### src/rtl/modereg_pkg.sv
package modereg_pkg;
  // bit positions the field decoder relies on
  localparam int CL_LSB  = 4;
  localparam int BT_BIT  = 3;
  localparam int BL_LSB  = 0;
  localparam int OPM_LSB = 7;

  typedef struct packed {
    logic [3:0] cl_half;
    logic       ilv;
    logic [3:0] blen;
    logic       dll_rst;
    logic       test;
    logic       bad;
  } mode_fields_t;
endpackage

### src/rtl/mrs_field_decode.sv
module mrs_field_decode
  import modereg_pkg::*;
#(
  parameter int ADDR_W = 13
) (
  input  logic [ADDR_W-1:0] word,
  output mode_fields_t      fld
);
  localparam int OPM_W = ADDR_W - OPM_LSB;

  logic [OPM_W-1:0] opm;
  logic             cl_bad;
  logic             bl_bad;
  logic             opm_bad;

  always_comb begin
    opm    = word[ADDR_W-1:OPM_LSB];
    cl_bad = 1'b0;
    bl_bad = 1'b0;
    unique case (word[CL_LSB +: 3])
      3'b010:  fld.cl_half = 4'd4;
      3'b011:  fld.cl_half = 4'd6;
      3'b100:  fld.cl_half = 4'd8;
      3'b101:  fld.cl_half = 4'd3;
      3'b110:  fld.cl_half = 4'd5;
      default: begin fld.cl_half = 4'd0; cl_bad = 1'b1; end
    endcase
    unique case (word[BL_LSB +: 3])
      3'b001:  fld.blen = 4'd2;
      3'b010:  fld.blen = 4'd4;
      3'b011:  fld.blen = 4'd8;
      default: begin fld.blen = 4'd0; bl_bad = 1'b1; end
    endcase
    fld.ilv     = word[BT_BIT];
    fld.dll_rst = (opm == OPM_W'(2));
    fld.test    = (opm == OPM_W'(1));
    opm_bad     = !((opm == '0) || fld.dll_rst || fld.test);
    fld.bad     = cl_bad | bl_bad | opm_bad;
  end
endmodule

### src/rtl/mrs_cmd_gate.sv
module mrs_cmd_gate #(
  parameter int NUM_BANKS = 4,
  parameter int LOCK_CYC  = 2
) (
  input  logic                 clk,
  input  logic                 rst,
  input  logic                 cs_n,
  input  logic                 ras_n,
  input  logic                 cas_n,
  input  logic                 we_n,
  input  logic                 cke,
  input  logic [1:0]           ba,
  input  logic [NUM_BANKS-1:0] bank_active,
  output logic                 acc_base,
  output logic                 acc_ext,
  output logic                 reject,
  output logic                 busy
);
  localparam int LOCK_W = $clog2(LOCK_CYC + 1);

  logic              cke_q;
  logic [LOCK_W-1:0] lock_cnt;
  logic              mrs_hit;
  logic              legal;
  logic              acc;

  always_comb begin
    mrs_hit  = !rst && !cs_n && !ras_n && !cas_n && !we_n;
    legal    = cke_q && !(|bank_active) && (lock_cnt == '0) && !ba[1];
    acc      = mrs_hit && legal;
    acc_base = acc && !ba[0];
    acc_ext  = acc && ba[0];
    reject   = mrs_hit && !legal;
    busy     = (lock_cnt != '0);
  end

  always_ff @(posedge clk) begin
    if (rst) begin
      cke_q    <= 1'b0;
      lock_cnt <= '0;
    end else begin
      cke_q <= cke;
      if (acc)
        lock_cnt <= LOCK_W'(LOCK_CYC);
      else if (lock_cnt != '0)
        lock_cnt <= lock_cnt - 1'b1;
    end
  end

  AST_LOCK_AFTER_ACCEPT: assert property (@(posedge clk) disable iff (rst)
    $past(acc) |-> (busy && !acc));
endmodule

### src/rtl/ddr_modereg_unit.sv
module ddr_modereg_unit
  import modereg_pkg::*;
#(
  parameter int ADDR_W    = 13,
  parameter int NUM_BANKS = 4,
  parameter int LOCK_CYC  = 2
) (
  input  logic                 clk,
  input  logic                 rst,
  input  logic                 cs_n,
  input  logic                 ras_n,
  input  logic                 cas_n,
  input  logic                 we_n,
  input  logic                 cke,
  input  logic [1:0]           ba,
  input  logic [ADDR_W-1:0]    addr,
  input  logic [NUM_BANKS-1:0] bank_active,
  output logic [3:0]           cas_lat_half,
  output logic                 burst_ilv,
  output logic [3:0]           burst_len,
  output logic                 test_mode,
  output logic                 dll_reset_pulse,
  output logic [ADDR_W-1:0]    ext_mode,
  output logic                 cmd_illegal,
  output logic                 cfg_error,
  output logic                 busy
);
  logic         acc_base;
  logic         acc_ext;
  logic         reject;
  mode_fields_t fld;

  mrs_cmd_gate #(
    .NUM_BANKS(NUM_BANKS),
    .LOCK_CYC (LOCK_CYC)
  ) u_gate (
    .clk        (clk),
    .rst        (rst),
    .cs_n       (cs_n),
    .ras_n      (ras_n),
    .cas_n      (cas_n),
    .we_n       (we_n),
    .cke        (cke),
    .ba         (ba),
    .bank_active(bank_active),
    .acc_base   (acc_base),
    .acc_ext    (acc_ext),
    .reject     (reject),
    .busy       (busy)
  );

  mrs_field_decode #(
    .ADDR_W(ADDR_W)
  ) u_dec (
    .word(addr),
    .fld (fld)
  );

  always_ff @(posedge clk) begin
    if (rst) begin
      cas_lat_half    <= 4'd5;
      burst_ilv       <= 1'b0;
      burst_len       <= 4'd2;
      test_mode       <= 1'b0;
      dll_reset_pulse <= 1'b0;
      ext_mode        <= '0;
      cmd_illegal     <= 1'b0;
      cfg_error       <= 1'b0;
    end else begin
      cmd_illegal     <= reject;
      dll_reset_pulse <= 1'b0;
      if (acc_base) begin
        cas_lat_half    <= fld.cl_half;
        burst_ilv       <= fld.ilv;
        burst_len       <= fld.blen;
        test_mode       <= fld.test;
        dll_reset_pulse <= fld.dll_rst;
        cfg_error       <= fld.bad;
      end
      if (acc_ext)
        ext_mode <= addr;
    end
  end

  // port-level view of a write strobe pattern, for the checks below
  logic mrs_seen;
  assign mrs_seen = !cs_n && !ras_n && !cas_n && !we_n;

  AST_CKE_HISTORY: assert property (@(posedge clk) disable iff (rst)
    (acc_base || acc_ext) |-> $past(cke));
  AST_OPEN_BANK_REFUSED: assert property (@(posedge clk) disable iff (rst)
    $past(mrs_seen && (|bank_active) && !rst) |-> cmd_illegal);
  AST_BASE_HOLD: assert property (@(posedge clk) disable iff (rst)
    !$past(acc_base) |-> ($stable(cas_lat_half) && $stable(burst_len) && $stable(burst_ilv) && $stable(test_mode)));
  AST_EXT_HOLD: assert property (@(posedge clk) disable iff (rst)
    !$past(acc_ext) |-> $stable(ext_mode));
  AST_DLL_SINGLE: assert property (@(posedge clk) disable iff (rst)
    dll_reset_pulse |=> !dll_reset_pulse);
  AST_CL_LEGAL: assert property (@(posedge clk) disable iff (rst)
    !cfg_error |-> (cas_lat_half inside {4'd3, 4'd4, 4'd5, 4'd6, 4'd8}));
endmodule

### config.mk
export PLATFORM = sky130hd
export DESIGN_NAME = ddr_modereg_unit
export DESIGN_NICKNAME = d
export VERILOG_FILES = /design/src/rtl/modereg_pkg.sv /design/src/rtl/mrs_field_decode.sv /design/src/rtl/mrs_cmd_gate.sv /design/src/rtl/ddr_modereg_unit.sv
export SDC_FILE = /design/constraint.sdc
export NUM_CORES = 1
export LEC_CHECK = 0
export BUFFER_PORTS_ARGS = -buffer_cell sky130_fd_sc_hd__buf_2
export CAP_MARGIN = 5
export CORE_AREA = 3 3 53 55
export DETAILED_ROUTE_END_ITERATION = 8
export DIE_AREA = 0 0 56 58
export PLACE_DENSITY = 0.84
export SLEW_MARGIN = 40
export SYNTH_ARGS = -nofsm -noshare
export SYNTH_HDL_FRONTEND = slang
export SYNTH_SLANG_ARGS = --single-unit
### constraint.sdc
create_clock -name clk -period 3.6 [get_ports clk]
set_input_delay 0.36 -clock clk [delete_from_list [all_inputs] [get_ports clk]]
set_output_delay 0.36 -clock clk [all_outputs]
set_load 0.1 [all_outputs]
== Word level (Yosys, flattened, before mapping) ==
Cells that the tools add are included.

* Bits in registers: 29
* Bits in latches: 0
* RAM bits: 0
* ROM bits: 0
* Bits of input ports: 26
* Output and inout port bits: 27
* Word-level logic and storage cells: 63
* Memories kept: 0

* Add/sub/neg operators: 1
* Multipliers: 0
* Div/mod/pow operators: 0
* $lt $le $gt $ge: 0
* Eq/ne operators: 10
* Shift-type cells: 0
* Muxes and demuxes: 6
* Bitwise operators: 3
* Reductions and logical operators: 32

{| class="wikitable"
|+ Operator list
! cell !! count
|-
| $pmux 4 s5 || 1
|-
| $eq 3x2->1 const B || 4
|-
| $pmux 4 s3 || 1
|-
| $logic_and 1x1->1 || 11
|-
| $logic_not 1->1 || 10
|-
| $eq 3x3->1 const B || 3
|-
| $eq 6x1->1 const B || 1
|-
| $eq 6x2->1 const B || 1
|-
| $logic_not 6->1 || 1
|-
| $reduce_or 5->1 || 1
|-
| $mux 2 || 2
|-
| $reduce_bool 2->1 || 2
|-
| $reduce_or 2->1 || 2
|-
| $reduce_or 4->1 || 1
|-
| $eq 3x1->1 const B || 1
|-
| $reduce_or 3->1 || 1
|-
| $logic_not 2->1 || 1
|-
| $logic_or 1x1->1 || 2
|-
| $mux 1 || 2
|-
| $or 1x1->1 || 2
|-
| $sub 2x1->2 const B || 1
|-
| $not 1->1 || 1
|}

== Depth between registers and ports, before layout ==
Gate-level depths: netlist of run 1.

* Word-level depth: 9
* Gate-level depth with buffers: 7
* Depth with buffers taken out: 4

== By module ==
From an unflattened synthesis of run 1, not the netlist that was laid out.

* Cell total of the unflattened synthesis: 117
* Area, all modules: 1228.7 um2

{| class="wikitable"
|+ By module, submodules not included
! module !! instances !! cells each !! area an instance (um2) !! seq. area each (um2)
|-
| ddr_modereg_unit || 1 || 82 || 919.6 || 520.5
|-
| mrs_cmd_gate || 1 || 16 || 165.2 || 60.1
|-
| mrs_field_decode || 1 || 19 || 143.9 || 0.0
|}

== Worst setup path after synthesis of run 1 ==
Ideal clock, no wire load.

* Path kind: input-to-reg
* Start: in rst
* End: reg ext_mode[0]
* Setup time: 128 ps
* Data arrival time: 1545 ps
* Required time: 3472 ps
* Path slack: 1927 ps
* Stages: 7
* Buffers on the path: 3
* Path through: clkbuf_1 -> nor3_2 -> and4_1 -> buf_2 -> buf_4 -> mux2i_1 -> nor2_1

* Longest elaborated chain between the ends: 7

{| class="wikitable"
|+ Ends and longest elaborated chain
! what !! line !! source
|-
| start: declaration || ddr_modereg_unit.sv:9 || <nowiki>input logic rst,</nowiki>
|-
| $logic_not 1->1 || mrs_cmd_gate.sv:28 || <nowiki>mrs_hit = !rst && !cs_n && !ras_n && !cas_n && !we_n;</nowiki>
|-
| $logic_and 1x1->1 (4 in series) || mrs_cmd_gate.sv:28 ||
|-
| $logic_and 1x1->1 || mrs_cmd_gate.sv:30 || <nowiki>acc = mrs_hit && legal;</nowiki>
|-
| $logic_and 1x1->1 || mrs_cmd_gate.sv:32 || <nowiki>acc_ext = acc && ba[0];</nowiki>
|-
| end signal: assignment || ddr_modereg_unit.sv:81 || <nowiki>ext_mode <= addr;</nowiki>
|-
| end: declaration || ddr_modereg_unit.sv:23 || <nowiki>output logic [ADDR_W-1:0] ext_mode,</nowiki>
|}

Parallel ways exist; a longest one is shown, timed or not.
A chain may end at the register's enable or synchronous reset.

== Final worst setup path of run 1 ==
* Start: reg u_gate.lock_cnt[1]
* End: reg burst_len[2]

* Longest elaborated chain between the ends: 5

{| class="wikitable"
|+ Ends and longest elaborated chain
! what !! line !! source
|-
| start: declaration || mrs_cmd_gate.sv:22 || <nowiki>logic [LOCK_W-1:0] lock_cnt;</nowiki>
|-
| start signal: assignment || mrs_cmd_gate.sv:44 || <nowiki>lock_cnt <= LOCK_W'(LOCK_CYC);</nowiki>
|-
| start signal: assignment || mrs_cmd_gate.sv:46 || <nowiki>lock_cnt <= lock_cnt - 1'b1;</nowiki>
|-
| $logic_not 2->1 || mrs_cmd_gate.sv:29 || <nowiki>legal = cke_q && !(|bank_active) && (lock_cnt == '0) && !ba[1];</nowiki>
|-
| $logic_and 1x1->1 (2 in series) || mrs_cmd_gate.sv:29 ||
|-
| $logic_and 1x1->1 || mrs_cmd_gate.sv:30 ||
|-
| $logic_and 1x1->1 || mrs_cmd_gate.sv:31 || <nowiki>acc_base = acc && !ba[0];</nowiki>
|-
| end signal: assignment || ddr_modereg_unit.sv:75 || <nowiki>burst_len <= fld.blen;</nowiki>
|-
| end: declaration || ddr_modereg_unit.sv:20 || <nowiki>output logic [3:0] burst_len,</nowiki>
|}

No other way between the ends.

==> results.py, run 1 <==
metrics = {
    "clocking": {
        "postCtsSetupRepairBufs": 0,
        "clk_pin_slew_ps": 140,
        "ctsResizeCount": 0,
        "htree_num_levels": 1,
        "cts.sinks": 28,
        "cts-hold-fix-buffers": 0,
        "numCtsBuffers": 3,
        "tritoncts_clock_tree": "done",
        "cts_buffer_depth": 2,
        "clk-insertion-delay-late_ps": 330,
        "root_buffer": "clkbuf_4",
    },
    "power_and_ir_drop": {
        "net-switching-power_mw": 0.114,
        "power.sequential.fraction_pct": 64.7,
        "power.share.clock_pct": 26.2,
        "power.static_leakage_nw": 0.614,
        "ir_drop_mv": 0.306,
        "combinationalPowerShare_pct": 9.0,
        "p_int_mw": 0.366,
        "power_density_nw_per_um2": 336,
        "switching_share_pct": 23.8,
    },
    "floorplan": {
        "row_count": 18,
        "floorplan.die_area_um2": 3250,
        "die_w_um": 56,
        "boundaryPins": 53,
        "die_h_um": 58,
        "core_um2": 2430,
        "initial_utilization_pct": 47.3,
    },
    "grt": {
        "grt_usage_pct": 16.4,
        "grt_max_degree": 29,
        "grt_pass1_wl_mm": 4.28,
        "global_route_overflow": 0,
        "grt_antenna_before_repair": 0,
        "first_global_vias": 985,
    },
    "final_layout": {
        "final.fill_count": 237,
        "flow.area_growth_from_synthesis_pct": 24.0,
        "finish.net_count": 191,
        "antennaDiodeCount": 0,
        "seq_area_um2": 561,
        "fraction_of_final_layout_cells_sized_beyond_drive_strength_1_pct": 36.8,
        "final_core_util_pct": 58.7,
        "multi_input_comb_area_um2": 552,
    },
    "status": {
        "outcome": "finished clean",
    },
    "sta": {
        "post-route-period-util_pct": 54.4,
        "final.setup.tns_ps": 0,
        "fin_skew_ps": 7.67,
        "maxClockFrequency_mhz": 511,
        "setup_viol_count_final": 0,
        "rsz_0062_raised_after_global_routing": "no",
        "final_max_slew_viol_count": 0,
        "layout_setup_ws_ps": 1640,
        "min_period_ps": 1960,
        "slew_limit_headroom_pct": 50.8,
        "worst-slew-pin-transition_ps": 739,
        "hold_ws_ps": 233,
        "report.final.hold_viol_count": 0,
    },
    "synthesis": {
        "yosys_register_bits": 28,
        "synth_area_per_cell_um2": 9.84,
        "synth_net_count": 143,
        "synth_seq_area_share_pct": 48.7,
        "synth_enable_flop_cells": 0,
        "yosys_most_used_dff": "dfxtp_1",
        "ys_warn_count": 0,
        "share_of_synthesized_registers_carrying_an_async_set_or_reset_pct": 0,
        "total_standard_cell_area_after_synthesis_um2": 1150,
        "syn_inst": 117,
        "netlist-cell-type-count": 31,
    },
    "setup_path": {
        "startpoint_type": "flip-flop",
        "slowest_stage": "or4b_1",
        "path_buf_inv": 0,
        "cp_slowest_stage_delay_ps": 600,
        "critical-path-top-delay-family": "simple AND/OR/NAND/NOR gates",
        "critPathArrivalTime_ps": 2230,
        "worstReg2RegStart": "u_gate.lock_cnt[1]",
        "endpoint_kind": "flip-flop",
        "crit_path_max_fanout": 15,
        "worstPathCellList": "nor4_4, nand4_2, or4b_1, a21oi_1",
        "critPathKind": "reg2reg",
        "required_ps": 3870,
        "cp-startpoint": "u_gate.lock_cnt[1]",
    },
    "placed_design": {
        "worst_setup_slack_after_placement_ps": 1480,
        "place.port_buffers": 51,
        "dp_hpwl_mm": 1.96,
        "routabilityCongestion": 0.845,
    },
    "min_path": {
        "hold_path_startpoint": "cke",
        "hold_path_class": "in2reg",
    },
    "flow_run": {
        "max_cap_violations": 0,
    },
    "detailed_routing": {
        "vias_per_cell": 5.22,
        "initialDrtViolationCount": 23,
        "detail_route.drc_violations": 0,
        "antenna_violating_nets_post_route": 0,
        "total_via_count_after_detailed_routing": 1008,
        "drt_first_pass_iters": 4,
        "totalWireLength_mm": 2.56,
        "drt-wirelength-per-cell_um": 13.3,
    },
}
## synth_stat cells (all sizes together) (3+ instances only)
master / number / area share [%]
a211o: 3 / 2.3
a21oi: 8 / 3.5
buf: 3 / 1.7
clkbuf: 5 / 1.6
dfxtp: 28 / 49
mux2i: 13 / 11
nand2: 11 / 3.6
nand3: 3 / 1.3
nor2: 16 / 5.2
## final cells by class
type | instances | area share [%]
well taps | 30 | 2.63
multi-input cells | 81 | 38.7
flip-flops and latches | 28 | 39.3
repair buffers | 51 | 17.9
clock buffers | 3 | 1.58
## worst paths after layout
check | slack (ps) | cells after the start | to
worst max-delay path | 1640 | 4 | burst_len[2]
worst min-delay path | 230 | 2 | u_gate.cke_q
worst max register to register | 1640 | 4 | burst_len[2]
worst min register to register | 460 | 2 | cas_lat_half[3]
## power by group through the flow
stage / Sequential [mW] / Clock [mW] / Combinational, mW
6_report: 0.311 / 0.126 / 0.0433
5_1_grt: 0.311 / 0.140 / 0.0474
4_1_cts: 0.311 / 0.130 / 0.0434
3_5_place_dp: 0.318 / 0 / 0.0433
3_3_place_gp: 0.318 / 0 / 0.0419
2_1_floorplan: 0.319 / 0 / 0.0197
## registers in the layout, indices dropped and copies added, names as in the netlist, 2 cells and up
name,cells
burst_len,3
ext_mode,13
u_gate.lock_cnt,2
cas_lat_half,4
## cells by family (layout without fill, tap and decap cells)
group / after synthesis / in the layout / synth area share (%)
buffers and inverters: 8 / 54 / 3.37
other: 1 / 1 / 0.326
and+or+nand+nor: 50 / 50 / 26.6
xor gates and xnor gates: 2 / 2 / 1.52
AOI/OAI and AO/OA: 15 / 15 / 8.15
DFF: 28 / 28 / 48.7
muxes: 13 / 13 / 11.3
## stage by stage
step           cell area (um2)  cells  total power [mW]
2_1_floorplan             1150    117             0.339
3_3_place_gp              1410    190             0.360
3_5_place_dp              1410    190             0.361
4_1_cts                   1430    193             0.484
5_1_grt                   1430    193             0.498
6_report                  1430    193             0.480
## worst reg2reg max path, stage by stage, from the launching register on
cell     delay (ps)
dfxtp_1         370
nor4_4          380
nand4_2         390
or4b_1          600
a21oi_1         150
## placed cells by master (no fill, tap or decap), drive strengths merged
cell type / count
nor3b: 2
or2: 1
nor4: 2
nand3b: 1
or4b: 2
a211o: 3
nand3: 3
nand4: 1
a21oi: 8
nand2: 11
o22ai: 1
dfxtp: 28
and4: 2
buf: 51
nand4b: 2
xor2: 2
nor4b: 2
and3: 2
conb: 1
nor2b: 1
a31o: 1
clkbuf: 3
o21ai: 1
nor3: 2
nor2: 16
a211oi: 1
mux2i: 13
## metal layers
metal,up-vias,routed length [um],global-route usage (%)
met3,2,195,6.24
met4,0,14,3.05
met2,34,1240,29.0
li1,506,-,-
met5,-,0,0
met1,466,1110,19.0
Power figures use the tool's default switching activity.
==> inputs of run 2 (changes only) <==
--- a/config.mk
+++ b/config.mk
@@ -7,10 +7,10 @@
 export LEC_CHECK = 0
 export BUFFER_PORTS_ARGS = -buffer_cell sky130_fd_sc_hd__buf_2
 export CAP_MARGIN = 5
-export CORE_AREA = 3 3 53 55
+export CORE_AREA = 3 3 57 59
 export DETAILED_ROUTE_END_ITERATION = 8
-export DIE_AREA = 0 0 56 58
-export PLACE_DENSITY = 0.84
+export DIE_AREA = 0 0 60 62
+export PLACE_DENSITY = 0.77
 export SLEW_MARGIN = 40
 export SYNTH_ARGS = -nofsm -noshare
 export SYNTH_HDL_FRONTEND = slang
==> constraint.sdc (replaced) <==
create_clock -name clk -period 1.7 [get_ports clk]
set_input_delay 0.17 -clock clk [delete_from_list [all_inputs] [get_ports clk]]
set_output_delay 0.17 -clock clk [all_outputs]
set_load 0.1 [all_outputs]
==> results.py, run 2 (synthesized netlist as in run 1, its figures left out) <==
metrics = {
    "floorplan": {
        "die_h_um": 62,
        "floorplan.die_area_um2": 3720,
        "boundaryPins": 53,
        "initial_utilization_pct": 41.7,
        "core_um2": 2760,
        "row_count": 19,
        "die_w_um": 60,
    },
    "sta": {
        "worst-slew-pin-transition_ps": 528,
        "slew_limit_headroom_pct": 64.5,
        "setup_viol_count_final": 0,
        "hold_ws_ps": 51.0,
        "fin_skew_ps": 1.96,
        "post-route-period-util_pct": 94.3,
        "final.setup.tns_ps": 0,
        "rsz_0062_raised_after_global_routing": "no",
        "maxClockFrequency_mhz": 624,
        "min_period_ps": 1600,
        "final_max_slew_viol_count": 0,
        "report.final.hold_viol_count": 0,
    },
    "grt": {
        "grt_usage_pct": 15.3,
        "grt_max_degree": 28,
        "grt_pass1_wl_mm": 4.18,
        "grt_antenna_before_repair": 0,
        "global_route_overflow": 0,
        "first_global_vias": 935,
    },
    "detailed_routing": {
        "initialDrtViolationCount": 20,
        "totalWireLength_mm": 2.85,
        "vias_per_cell": 5.27,
        "drt_first_pass_iters": 4,
        "total_via_count_after_detailed_routing": 1060,
        "detail_route.drc_violations": 0,
        "drt-wirelength-per-cell_um": 14.2,
        "antenna_violating_nets_post_route": 0,
    },
    "final_layout": {
        "finish.net_count": 197,
        "mostFrequentLayoutCells": "buf_2, dfxtp_1, nor2_1",
        "fraction_of_final_layout_cells_sized_beyond_drive_strength_1_pct": 40.6,
        "top_regs": "ext_mode (13), cas_lat_half (4), burst_len (3)",
        "flow.area_growth_from_synthesis_pct": 31.0,
        "final.fill_count": 273,
        "most_common_library_cell_in_the_layout_ignoring_fill_and_taps": "buf_2",
        "antennaDiodeCount": 0,
        "largest_register_ffs": 13,
        "top_register": "ext_mode",
    },
    "placed_design": {
        "dp_hpwl_mm": 2.11,
        "routabilityCongestion": 0.758,
        "place.port_buffers": 51,
    },
    "setup_path": {
        "cp_slowest_stage_delay_ps": 530,
        "crit_path_max_fanout": 5,
        "critPathKind": "reg2reg",
        "critical-path-top-delay-family": "simple AND/OR/NAND/NOR gates",
        "startpoint_type": "flip-flop",
        "path_buf_inv": 0,
        "critPathArrivalTime_ps": 1870,
        "endpoint_kind": "flip-flop",
        "worstPathCellList": "nor4_4, nand4_2, or4b_1, a21oi_1",
        "slowest_stage": "or4b_1",
        "required_ps": 1970,
    },
    "status": {
        "outcome": "finished clean",
    },
    "clocking": {
        "tritoncts_clock_tree": "done",
        "clk_pin_slew_ps": 140,
        "cts.sinks": 28,
        "numCtsBuffers": 3,
        "root_buffer": "clkbuf_4",
        "clk-insertion-delay-late_ps": 320,
        "htree_num_levels": 1,
        "cts_buffer_depth": 2,
    },
    "power_and_ir_drop": {
        "power.static_leakage_nw": 0.654,
        "ir_drop_mv": 0.595,
        "power_density_nw_per_um2": 715,
    },
    "flow_run": {
        "max_cap_violations": 0,
    },
    "min_path": {
        "hold_path_class": "in2reg",
    },
}
==> run 2: cell types whose count changed in the layout (fill, tap and decap cells not counted), sizes merged <==
cell | previous run | this run
clkbuf | 3 | 4
buf | 51 | 57
==> run 2: timing repair <==
| item | CTS | global route |
|---|---|---|
| gates resized for setup | 0 | 2 |
| setup endpoints to repair | 2 | 4 |
| gates cloned | 0 | 0 |
| pin swaps | 2 | 2 |
| setup buffers | 1 | 1 |
| hold buffers | 0 | 0 |
==> run 2: final cells by class <==
class / count / area, um2 / area share, %
sequential: 28 / 562 / 37.3
multi-input combinational: 81 / 558 / 37.0
timing repair buffer: 57 / 313 / 20.7
tap: 31 / 38.8 / 2.57
clock buffer: 4 / 36.3 / 2.41
==> run 2: path summary, 6_finish.rpt <==
kind	slack, ps	endpoint	depth (start not counted)	from
max	100	cas_lat_half[3]	4	u_gate.lock_cnt[0]
min	50	u_gate.cke_q	2	cke
max reg2reg	100	cas_lat_half[3]	4	u_gate.lock_cnt[0]
min reg2reg	460	test_mode	2	test_mode
==> run 2: through the flow <==
step	worst slack [ps]	power, mW	instance area [um2]	std cells	utilization (%)
finish	97.2	1.08	1510	201	54.7
global route	14.9	1.13	1510	201	54.7
CTS	23.2	1.09	1490	200	54.1
detailed placement	27.9	0.767	1450	195	52.5
global placement	100	0.764	1450	195	52.5
floorplan	113	0.718	1150	117	-
==> run 2: routing by layer <==
layer / vias up / global-route usage, % / wire [um]
li1: 517 / - / -
met1: 494 / 18.7 / 1220
met2: 47 / 26.2 / 1360
met3: 2 / 4.75 / 254
met4: 0 / 3.80 / 17
met5: - / 0 / 0
==> run 2: worst reg2reg max path, delay by kind of cell (launching register included) <==
family / cells / cell delay (ps)
simple gates: 3 / 1040
flops: 1 / 370
compound gates: 1 / 140
==> run 2: report_power, final <==
part | switching (mW) | total, mW | internal (mW)
logic | 0.0606 | 0.0990 | 0.0384
registers | 0.000362 | 0.658 | 0.658
clock network | 0.190 | 0.321 | 0.131
total | 0.251 | 1.08 | 0.828
==> inputs of run 3 (changes only) <==
--- a/config.mk
+++ b/config.mk
@@ -5,13 +5,13 @@
 export SDC_FILE = /design/constraint.sdc
 export NUM_CORES = 1
 export LEC_CHECK = 0
-export BUFFER_PORTS_ARGS = -buffer_cell sky130_fd_sc_hd__buf_2
+export BUFFER_PORTS_ARGS = -buffer_cell sky130_fd_sc_hd__buf_4
 export CAP_MARGIN = 5
 export CORE_AREA = 3 3 57 59
 export DETAILED_ROUTE_END_ITERATION = 8
 export DIE_AREA = 0 0 60 62
 export PLACE_DENSITY = 0.77
-export SLEW_MARGIN = 40
+export SLEW_MARGIN = 30
 export SYNTH_ARGS = -nofsm -noshare
 export SYNTH_HDL_FRONTEND = slang
 export SYNTH_SLANG_ARGS = --single-unit
==> results.py, run 3 (synthesized netlist as in run 1, its figures left out) <==
metrics = {
    "clocking": {
        "tritoncts_clock_tree": "done",
        "root_buffer": "clkbuf_4",
        "clk-insertion-delay-late_ps": 330,
        "cts_buffer_depth": 2,
        "numCtsBuffers": 3,
        "cts-hold-fix-buffers": 0,
        "htree_num_levels": 1,
        "cts.sinks": 28,
        "clk_pin_slew_ps": 150,
    },
    "setup_path": {
        "worstReg2RegStart": "u_gate.lock_cnt[0]",
        "endpoint_kind": "flip-flop",
        "slowest_stage": "dfxtp_4",
        "critPathArrivalTime_ps": 1880,
        "critPathKind": "reg2reg",
        "worst_r2r_path_depth": 6,
        "startpoint_type": "flip-flop",
        "cp_slowest_stage_delay_ps": 390,
        "crit_path_max_fanout": 7,
        "rr_endpoint": "ext_mode[4]",
        "worst-r2r-setup-slack_ps": 50,
        "worstPathCellList": "nor4_4, buf_4, and4_4, buf_12, mux2i_2, nor2_1",
        "required_ps": 1940,
        "critical-path-top-delay-family": "simple AND/OR/NAND/NOR gates",
        "path_buf_inv": 2,
    },
    "final_layout": {
        "mostFrequentLayoutCells": "buf_4, dfxtp_1, nor2_1",
        "design_area_um2": 1700,
        "top_register": "ext_mode",
        "flow.area_growth_from_synthesis_pct": 47.9,
        "finish.net_count": 201,
        "most_common_library_cell_in_the_layout_ignoring_fill_and_taps": "buf_4",
        "antennaDiodeCount": 0,
        "top_regs": "ext_mode (13), cas_lat_half (4), burst_len (3)",
        "largest_register_ffs": 13,
        "fraction_of_final_layout_cells_sized_beyond_drive_strength_1_pct": 44.8,
    },
    "grt": {
        "grt_pass1_wl_mm": 4.49,
        "first_global_vias": 1021,
        "grt_usage_pct": 16.1,
        "grt_max_degree": 28,
        "global_route_overflow": 0,
        "grt_antenna_before_repair": 0,
    },
    "power_and_ir_drop": {
        "power.share.clock_pct": 29.4,
        "power_density_nw_per_um2": 649,
        "power.static_leakage_nw": 0.711,
        "switching_share_pct": 23.3,
        "combinationalPowerShare_pct": 11.2,
        "net-switching-power_mw": 0.257,
        "p_int_mw": 0.848,
        "ir_drop_mv": 0.537,
        "power.sequential.fraction_pct": 59.4,
        "total_power_mw": 1.11,
    },
    "detailed_routing": {
        "detail_route.drc_violations": 0,
        "antenna_violating_nets_post_route": 0,
        "total_via_count_after_detailed_routing": 1068,
        "drt-wirelength-per-cell_um": 14.7,
        "drt_first_pass_iters": 4,
        "totalWireLength_mm": 3.01,
        "vias_per_cell": 5.21,
        "initialDrtViolationCount": 25,
    },
    "placed_design": {
        "dp_hpwl_mm": 2.23,
        "place_area_um2": 1580,
        "routabilityCongestion": 0.792,
        "place.port_buffers": 51,
    },
    "sta": {
        "final_max_slew_viol_count": 0,
        "maxClockFrequency_mhz": 607,
        "post-route-period-util_pct": 96.9,
        "hold_ws_ps": 44.0,
        "report.final.hold_viol_count": 0,
        "min_period_ps": 1650,
        "rsz_0062_raised_after_global_routing": "yes",
        "setup_viol_count_final": 0,
        "slew_limit_headroom_pct": 63.0,
        "worst-slew-pin-transition_ps": 550,
        "fin_skew_ps": 5.18,
    },
    "floorplan": {
        "die_h_um": 62,
        "core_um2": 2760,
        "row_count": 19,
        "boundaryPins": 53,
        "floorplan.die_area_um2": 3720,
        "die_w_um": 60,
        "initial_utilization_pct": 41.7,
    },
    "min_path": {
        "whs_path_depth": 2,
        "hold_path_class": "in2reg",
        "whs_endpoint": "u_gate.cke_q",
        "hold_path_startpoint": "cke",
    },
    "flow_run": {
        "max_cap_violations": 0,
    },
    "status": {
        "outcome": "finished clean",
    },
}
==> run 3: cell types whose count changed in the layout (fill, tap and decap cells not counted), sizes merged <==
cell	change
clkbuf	+1
buf	+3
==> run 3: worst max path at each step <==
stage	startpoint	end	slack, ps	depth (start not counted)
floorplan	u_gate.lock_cnt[1]	ext_mode[0]	110	6
global placement	u_gate.lock_cnt[1]	cas_lat_half[3]	100	4
detailed placement	u_gate.lock_cnt[1]	burst_len[1]	-7	5
CTS	u_gate.lock_cnt[0]	cas_lat_half[3]	10	4
global route	u_gate.lock_cnt[0]	cas_lat_half[3]	-30	4
finish	u_gate.lock_cnt[0]	ext_mode[4]	50	6
==> run 3: repair_timing <==
| action | in CTS | in global routing |
|---|---|---|
| gates cloned | 0 | 1 |
| buffers inserted | 1 | 4 |
| endpoints found under the setup margin | 2 | 17 |
| pin swaps | 1 | 6 |
| gates resized for setup | 1 | 7 |
==> run 3: worst reg2reg max path, stage by stage (launching register included) <==
cell and delay [ps]:
dfxtp_4 390, nor4_4 330, buf_4 170, and4_4 260, buf_12 140, mux2i_2 220, nor2_1 50
==> run 3: area by class of cell <==
| type | instances | area, um2 |
|---|---|---|
| Tap cell | 31 | 38.8 |
| Multi-Input combinational cell | 81 | 576 |
| Clock buffer | 4 | 36.3 |
| Fill cell | 242 | 1050 |
| Sequential cell | 28 | 564 |
| Timing Repair Buffer | 61 | 488 |
==> run 3: metal layers <==
layer	routed length (um)	global-route usage, %	vias up
met2	1450	26.9	40
met5	0	0	-
met3	224	2.89	5
met4	50	7.59	0
li1	-	-	527
met1	1280	20.3	496
==> run 3: power groups by stage <==
stage,Sequential (mW),Clock [mW],Combinational [mW]
floorplan,0.676,0,0.0418
global placement,0.673,0,0.109
detailed placement,0.673,0,0.112
CTS,0.659,0.335,0.115
global route,0.658,0.360,0.134
finish,0.657,0.325,0.124
==> run 3: per-stage QoR <==
stage	utilization, %	setup WS, ps	setup TNS, ps	cells
after floorplan	-	113	0	117
after global placement	57.2	96.1	0	195
after detailed placement	57.2	-7.29	-7.29	195
after CTS	59.0	9.65	0	200
after global routing	61.8	-25.8	-95.9	205
final	61.8	52.5	0	205
